[config.mk]
export PLATFORM = sky130hd
export DESIGN_NAME = octd_top
export DESIGN_NICKNAME = d
export VERILOG_FILES = /design/src/rtl/octd_pkg.sv /design/src/rtl/octd_cycle_delay.sv /design/src/rtl/octd_iir_avg.sv /design/src/rtl/octd_quiet_timer.sv /design/src/rtl/octd_judge.sv /design/src/rtl/octd_top.sv
export SDC_FILE = /design/constraint.sdc
export NUM_CORES = 1
export LEC_CHECK = 0
export BUFFER_PORTS_ARGS = -buffer_cell sky130_fd_sc_hd__buf_2
export CAP_MARGIN = 20
export CELL_PAD_IN_SITES_DETAIL_PLACEMENT = 2
export CELL_PAD_IN_SITES_GLOBAL_PLACEMENT = 2
export CORE_MARGIN = 1
export CORE_UTILIZATION = 35
export CTS_CLUSTER_SIZE = 20
export DETAILED_ROUTE_END_ITERATION = 10
export PLACE_DENSITY = 0.69
export SLEW_MARGIN = 20
export SYNTH_ARGS = -nofsm -noshare
export SYNTH_HDL_FRONTEND = slang
export SYNTH_SLANG_ARGS = --single-unit
[constraint.sdc]
create_clock -name clk -period 12.9 [get_ports clk]
set_clock_uncertainty 0.1 [all_clocks]
set_input_delay 2.58 -clock clk [delete_from_list [all_inputs] [get_ports clk]]
set_output_delay 2.58 -clock clk [all_outputs]
set_load 0.05 [all_outputs]
[src/rtl/octd_pkg.sv]
package octd_pkg;

    localparam int SMP_W  = 16;
    localparam int WIDE_W = SMP_W + 8;

    typedef logic [SMP_W-1:0]        amp_t;
    typedef logic signed [SMP_W+1:0] delta_t;
    typedef logic [WIDE_W-1:0]       wide_t;

    // One stored sample: differential and restraining instantaneous values
    typedef struct packed {
        amp_t dif;
        amp_t rst;
    } pair_t;

    // Per-sample verdict of the change comparator
    typedef struct packed {
        logic rise;
        logic match;
        logic signif;
        logic slope_ok;
    } judge_t;

    typedef enum logic {
        PH_FILL = 1'b0,
        PH_RUN  = 1'b1
    } phase_e;

    function automatic wide_t widen(amp_t a);
        return {{(WIDE_W-SMP_W){1'b0}}, a};
    endfunction

    function automatic delta_t diff_of(amp_t now_v, amp_t then_v);
        return delta_t'({2'b00, now_v}) - delta_t'({2'b00, then_v});
    endfunction

    function automatic wide_t mag_of(delta_t d);
        delta_t m;
        m = (d < 0) ? -d : d;
        return {{(WIDE_W-SMP_W-2){1'b0}}, m};
    endfunction

    function automatic amp_t min_amp(amp_t a, amp_t b);
        return (a < b) ? a : b;
    endfunction

endpackage

[src/rtl/octd_cycle_delay.sv]
module octd_cycle_delay
    import octd_pkg::*;
#(
    parameter int DEPTH = 16
) (
    input  logic  clk,
    input  logic  rst,
    input  logic  wr_en,
    input  pair_t din,
    output pair_t dout,
    output logic  full
);
    localparam int AW = (DEPTH > 1) ? $clog2(DEPTH) : 1;
    localparam logic [AW-1:0] LAST = AW'(DEPTH - 1);

    pair_t         mem [DEPTH];
    logic [AW-1:0] wp;
    phase_e        phase;

    // Oldest entry sits at the write pointer: read before overwrite
    assign dout = mem[wp];
    assign full = (phase == PH_RUN);

    always_ff @(posedge clk) begin
        if (rst) begin
            wp    <= '0;
            phase <= PH_FILL;
            for (int i = 0; i < DEPTH; i++) begin
                mem[i] <= '0;
            end
        end else if (wr_en) begin
            mem[wp] <= din;
            if (wp == LAST) begin
                wp    <= '0;
                phase <= PH_RUN;
            end else begin
                wp <= wp + 1'b1;
            end
        end
    end

endmodule

[src/rtl/octd_iir_avg.sv]
module octd_iir_avg
    import octd_pkg::*;
#(
    parameter int SHIFT = 4
) (
    input  logic clk,
    input  logic rst,
    input  logic upd,
    input  amp_t x,
    output amp_t avg_nxt
);
    localparam int EW = SMP_W + 2;

    amp_t                 avg_q;
    logic                 seeded;
    logic signed [EW-1:0] err;
    logic signed [EW-1:0] step;
    logic signed [EW-1:0] sum;

    always_comb begin
        err  = signed'({2'b00, x}) - signed'({2'b00, avg_q});
        step = err >>> SHIFT;
        sum  = signed'({2'b00, avg_q}) + step;
        avg_nxt = seeded ? sum[SMP_W-1:0] : x;
    end

    always_ff @(posedge clk) begin
        if (rst) begin
            avg_q  <= '0;
            seeded <= 1'b0;
        end else if (upd) begin
            avg_q  <= avg_nxt;
            seeded <= 1'b1;
        end
    end

endmodule

[src/rtl/octd_quiet_timer.sv]
module octd_quiet_timer #(
    parameter int LIMIT = 80
) (
    input  logic clk,
    input  logic rst,
    input  logic step,
    input  logic qualify,
    output logic ready
);
    localparam int CW = $clog2(LIMIT + 1);
    localparam logic [CW-1:0] TOP = CW'(LIMIT);

    logic [CW-1:0] cnt;

    always_ff @(posedge clk) begin
        if (rst) begin
            cnt <= '0;
        end else if (step) begin
            if (!qualify) begin
                cnt <= '0;
            end else if (cnt != TOP) begin
                cnt <= cnt + 1'b1;
            end
        end
    end

    assign ready = (cnt == TOP);

endmodule

[src/rtl/octd_judge.sv]
module octd_judge
    import octd_pkg::*;
#(
    parameter int MATCH_SH = 3,
    parameter int KCT_DEN  = 10,
    parameter int LO_PCT   = 5,
    parameter int HI_PCT   = 15
) (
    input  pair_t  now_s,
    input  pair_t  old_s,
    input  amp_t   avg,
    input  amp_t   dif_mag,
    input  logic   slope_lo,
    output judge_t verdict
);
    delta_t d_dif;
    delta_t d_rst;
    delta_t d_sum;
    wide_t  lhs_slope;
    wide_t  rhs_slope;

    always_comb begin
        d_dif = diff_of(now_s.dif, old_s.dif);
        d_rst = diff_of(now_s.rst, old_s.rst);
        d_sum = d_dif + d_rst;

        lhs_slope = widen(dif_mag) * wide_t'(100);
        rhs_slope = widen(avg) * (slope_lo ? wide_t'(LO_PCT) : wide_t'(HI_PCT));

        verdict.rise     = (d_dif > 0);
        verdict.match    = verdict.rise && ((mag_of(d_sum) << MATCH_SH) < mag_of(d_dif));
        verdict.signif   = verdict.rise && ((mag_of(d_dif) * wide_t'(KCT_DEN)) > widen(avg));
        verdict.slope_ok = (lhs_slope > rhs_slope);
    end

endmodule

[src/rtl/octd_top.sv]
module octd_top
    import octd_pkg::*;
#(
    parameter int SPC          = 16,
    parameter int QUIET_CYC    = 5,
    parameter int IIR_SH       = 4,
    parameter int PU_ONE       = 1024,
    parameter int SLOPE_LO_PCT = 5,
    parameter int SLOPE_HI_PCT = 15
) (
    input  logic             clk,
    input  logic             rst,
    input  logic             smp_vld,
    input  logic [SMP_W-1:0] idif_abs,
    input  logic [SMP_W-1:0] irst_inst,
    input  logic [SMP_W-1:0] idif_mag,
    input  logic [SMP_W-1:0] irst_mag,
    input  logic             en,
    input  logic             master,
    input  logic             ext_fault,
    input  logic             chg_comp,
    input  logic [SMP_W-1:0] pickup,
    input  logic             alarm_clr,
    output logic             oct_flag
);
    localparam int   QUIET_LIM = QUIET_CYC * SPC;
    localparam amp_t THR_CAP   = amp_t'(PU_ONE / 4);

    pair_t  cur_s;
    pair_t  old_s;
    logic   full;
    amp_t   avg_nxt;
    amp_t   thr;
    logic   active;
    logic   qualify;
    logic   ready;
    judge_t verdict;
    logic   fire;
    logic   drop;

    assign cur_s = '{dif: idif_abs, rst: irst_inst};

    octd_cycle_delay #(.DEPTH(SPC)) u_delay (
        .clk   (clk),
        .rst   (rst),
        .wr_en (smp_vld),
        .din   (cur_s),
        .dout  (old_s),
        .full  (full)
    );

    octd_iir_avg #(.SHIFT(IIR_SH)) u_avg (
        .clk     (clk),
        .rst     (rst),
        .upd     (smp_vld),
        .x       (irst_mag),
        .avg_nxt (avg_nxt)
    );

    always_comb begin
        thr     = min_amp(pickup, THR_CAP);
        active  = en && master && !ext_fault;
        qualify = active && (avg_nxt > thr) &&
                  ((widen(idif_mag) << 1) < widen(thr));
    end

    octd_quiet_timer #(.LIMIT(QUIET_LIM)) u_quiet (
        .clk     (clk),
        .rst     (rst),
        .step    (smp_vld),
        .qualify (qualify),
        .ready   (ready)
    );

    octd_judge #(
        .MATCH_SH (3),
        .KCT_DEN  (10),
        .LO_PCT   (SLOPE_LO_PCT),
        .HI_PCT   (SLOPE_HI_PCT)
    ) u_judge (
        .now_s    (cur_s),
        .old_s    (old_s),
        .avg      (avg_nxt),
        .dif_mag  (idif_mag),
        .slope_lo (chg_comp),
        .verdict  (verdict)
    );

    assign fire = smp_vld && active && full && ready &&
                  verdict.match && verdict.signif && verdict.slope_ok;
    assign drop = alarm_clr || !en || !master;

    always_ff @(posedge clk) begin
        if (rst || drop) begin
            oct_flag <= 1'b0;
        end else if (fire) begin
            oct_flag <= 1'b1;
        end
    end

endmodule

==> results.md <==
* Synth Register Bits at between 500 and 600
* Max Cap Violations at 0
* Library cell with the highest instance count after synthesis: sky130_fd_sc_hd__edfxtp_1
* Number of max-slew violations in the final report at 0
* Top area cells in the synthesized netlist: sky130_fd_sc_hd__edfxtp_1 44%, sky130_fd_sc_hd__mux4_2 10%, sky130_fd_sc_hd__ha_1 10%
* Routability congestion estimate at 0.832
* Pre-CTS setup slack at 1.66 ns
* Top flip-flop cell by instance count after synthesis: sky130_fd_sc_hd__edfxtp_1
* Post-route worst setup slack at 2.32 ns
* Nature of the critical path endpoint: register
* Cell taking the most area after synthesis: sky130_fd_sc_hd__edfxtp_1
* Number of antenna violations at the first check in global routing at 13
* Ratio of cells with drive above 1 in the final layout at 14.7%
* Total vias in the final route at between 20k and 30k
* Tightest slew margin relative to the limit at 22.4%
* Via density per instance at 5.83
* Syn Inst Count at slightly below 3k
* Total of buffers placed on input and output ports at 88
* Maximum resistive drop on vdd at approximately 0.12 mV
* Mean routed wirelength per cell at about 27 µm
* Crit path required time at 13.33 ns
* Commonest cells in the synthesized netlist: 512 x sky130_fd_sc_hd__edfxtp_1, 463 x sky130_fd_sc_hd__and3_1, 282 x sky130_fd_sc_hd__ha_1, 226 x sky130_fd_sc_hd__inv_1, 186 x sky130_fd_sc_hd__clkbuf_1
* Final net count at between 3k and 4k
* Hold buffer count at CTS at 0
* Fill cell count at 10.1k
* Class of the most critical setup path: in2reg
* Dpl hpwl at around 76000 µm
* Total CTS buffers at 58
* Chip Width at around 320 µm
* Starting Density at 35.5%
* CTS clk-pin slew, worst paths at 0.06 ns
* Clock Sinks at 546
* Most frequent cell on the critical path: sky130_fd_sc_hd__ha_1
* Critical path peak fanout at 7
* Final critical-path share of the clock period at 82.0%
* Number of setup violations in the final report at 0
* Maximum clock path buffer count at 3
* Die area at 102000 µm²
* Tightest Pin Transition at 1.15 ns
* Wire length of the first global-routing pass at 178000 µm
* Number of nets still failing antenna checks after routing at 0
* Number of H-tree levels at 2
* RSZ-0062 raised after global routing: false
* Cell Area, Placed at 36900 µm²
* Detailed router's first-iteration violation count at 2111
* Nature of the critical path startpoint: input pin
* EDFF count, synth at 512
* Total leakage power at 16.8 nW
* Sum Neg Setup Slack at 0 ns
* Result of the run: finished clean
* Areal power density over the cells at 199 nW/µm²
* CTS tree: done
* Largest net degree at the start of global routing at 127
* Number of primary I/O pins at 89
* FMAX at 94.5 MHz
* Average size of a mapped cell at 11.8 µm²
* Die Span Y at 319 µm
* Slowest Stage Delay on Critical Path at 0.76 ns
* Seq/Total Area, Yosys at 45.7%
* Layout area overhead at 10.7%
* CP max-delay cell: sky130_fd_sc_hd__a311oi_2
* Count of yosys warnings during synthesis at 0
* Design Area, Final at 38900 µm²
* Cell area after synthesis at between 30000 and 40000 µm²
* Number of placed cells counting well taps at 4202
* Wire length after detailed routing at 118000 µm
* Vias in the first global route at 27.7k
* Number of standard-cell rows in the floorplan at roughly 120
* Async SR Flop Fraction at 0%
* 1st-pass router iterations at 7
* Proportion of netlist area held by the largest area contributor at 43.8%
* Tightest Hold Check Type: reg2reg
* Area used by multi-input combinational logic at 17600 µm²
* Reg area at 16100 µm²
* Clk root buf: sky130_fd_sc_hd__clkbuf_16
* Data arrival at the endpoint of the critical path at 11.01 ns
* Overall power consumption at 7.74 mW
* Endpoints failing hold at 0
* PostCTS Resize Cnt at 0
* Placeable core area at between 90000 and 100000 µm²
* Global-route congestion overflow total at 0
* Count of unique library cells instantiated by Yosys at 94
* Post-CTS setup buffer count at 0
* DRC viols at 0
* Final critical-path required period at 10.58 ns
* Number of cells in the finished layout apart from fillers at 4312
* GRT Util Overall at a little under a quarter
* Clk_lat worst skew at 0.67 ns
[layer usage]
| metal | share of wire [%] | global-route usage, % | vias up |
|---|---|---|---|
| met2 | 49 | 39.7 | 643 |
| li1 | - | - | 11100 |
| met1 | 44 | 31.2 | 13200 |
| met5 | 0.059 | 0 | - |
| met4 | 2.0 | 5.51 | 10 |
| met3 | 4.8 | 3.03 | 135 |
[cells in the final DEF, fill, tap and decap left out, drive strengths merged, types with 80 or more instances in the layout]
master / netlist / routed
inv: 226 / 228
nor2: 126 / 126
nand2: 80 / 80
xnor2: 93 / 93
a21oi: 102 / 102
ha: 282 / 282
mux4: 160 / 160
edfxtp: 512 / 512
buf: 12 / 134
and3: 463 / 463
[area by class of cell]
| type | count | share of cell area, % |
|---|---|---|
| antenna | 4 | 0.0258 |
| clock buffer | 73 | 3.96 |
| clock inverter | 33 | 1.05 |
| inverter | 227 | 2.19 |
| multi-input combinational | 2008 | 45.3 |
| sequential | 546 | 41.3 |
| tap | 1287 | 4.14 |
| timing repair buffer | 134 | 2.03 |
[power by group]
group | internal, mW | leakage (nW) | switching, mW
Clock | 0.989 | 0.936 | 0.751
Sequential | 2.00 | 5.58 | 0.0434
Combinational | 1.61 | 10.3 | 2.34
Total | 4.61 | 16.8 | 3.14
[path summary, 6_finish.rpt]
path,start,endpoint,slack (ns),cells past startpoint
worst max-delay path,irst_mag[4],oct_flag,2.32,39
worst min-delay path,u_avg.avg_q[3],u_avg.avg_q[3],0.42,2
worst min register to register,u_avg.avg_q[3],u_avg.avg_q[3],0.42,2
worst max register to register,register,oct_flag,3.13,36
[registers in the layout (all words and copies together) (netlist names), named ones only]
signal	flops
u_avg.seeded	1
u_delay.wp	4
u_quiet.cnt	7
u_delay.full	1
u_avg.avg_q	16
u_delay.mem	512
oct_flag	1
[through the flow]
stage	hold slack (ns)	utilization, %
3_3_place_gp	0.398	37.3
5_1_grt	0.459	39.3
2_1_floorplan	0.341	-
3_5_place_dp	0.425	37.3
6_report	0.423	39.3
4_1_cts	0.432	39.3
[critical path, delay by kind of cell]
family | cells | cell delay (ns)
compound gates | 16 | 3.68
xor+xnor | 2 | 0.29
fa+ha+maj | 6 | 2.19
buf+inv | 3 | 0.22
simple gates | 12 | 2.02
[kinds of logic after synthesis]
family / share of synthesized area (%)
mux: 10.7
flops: 45.7
buf+inv: 4.57
simple gates: 15.7
fa+ha+maj: 12.2
other cells: 0.0214
compound gates: 7.65
xor+xnor: 3.46
(Power assumes the default switching activity.)
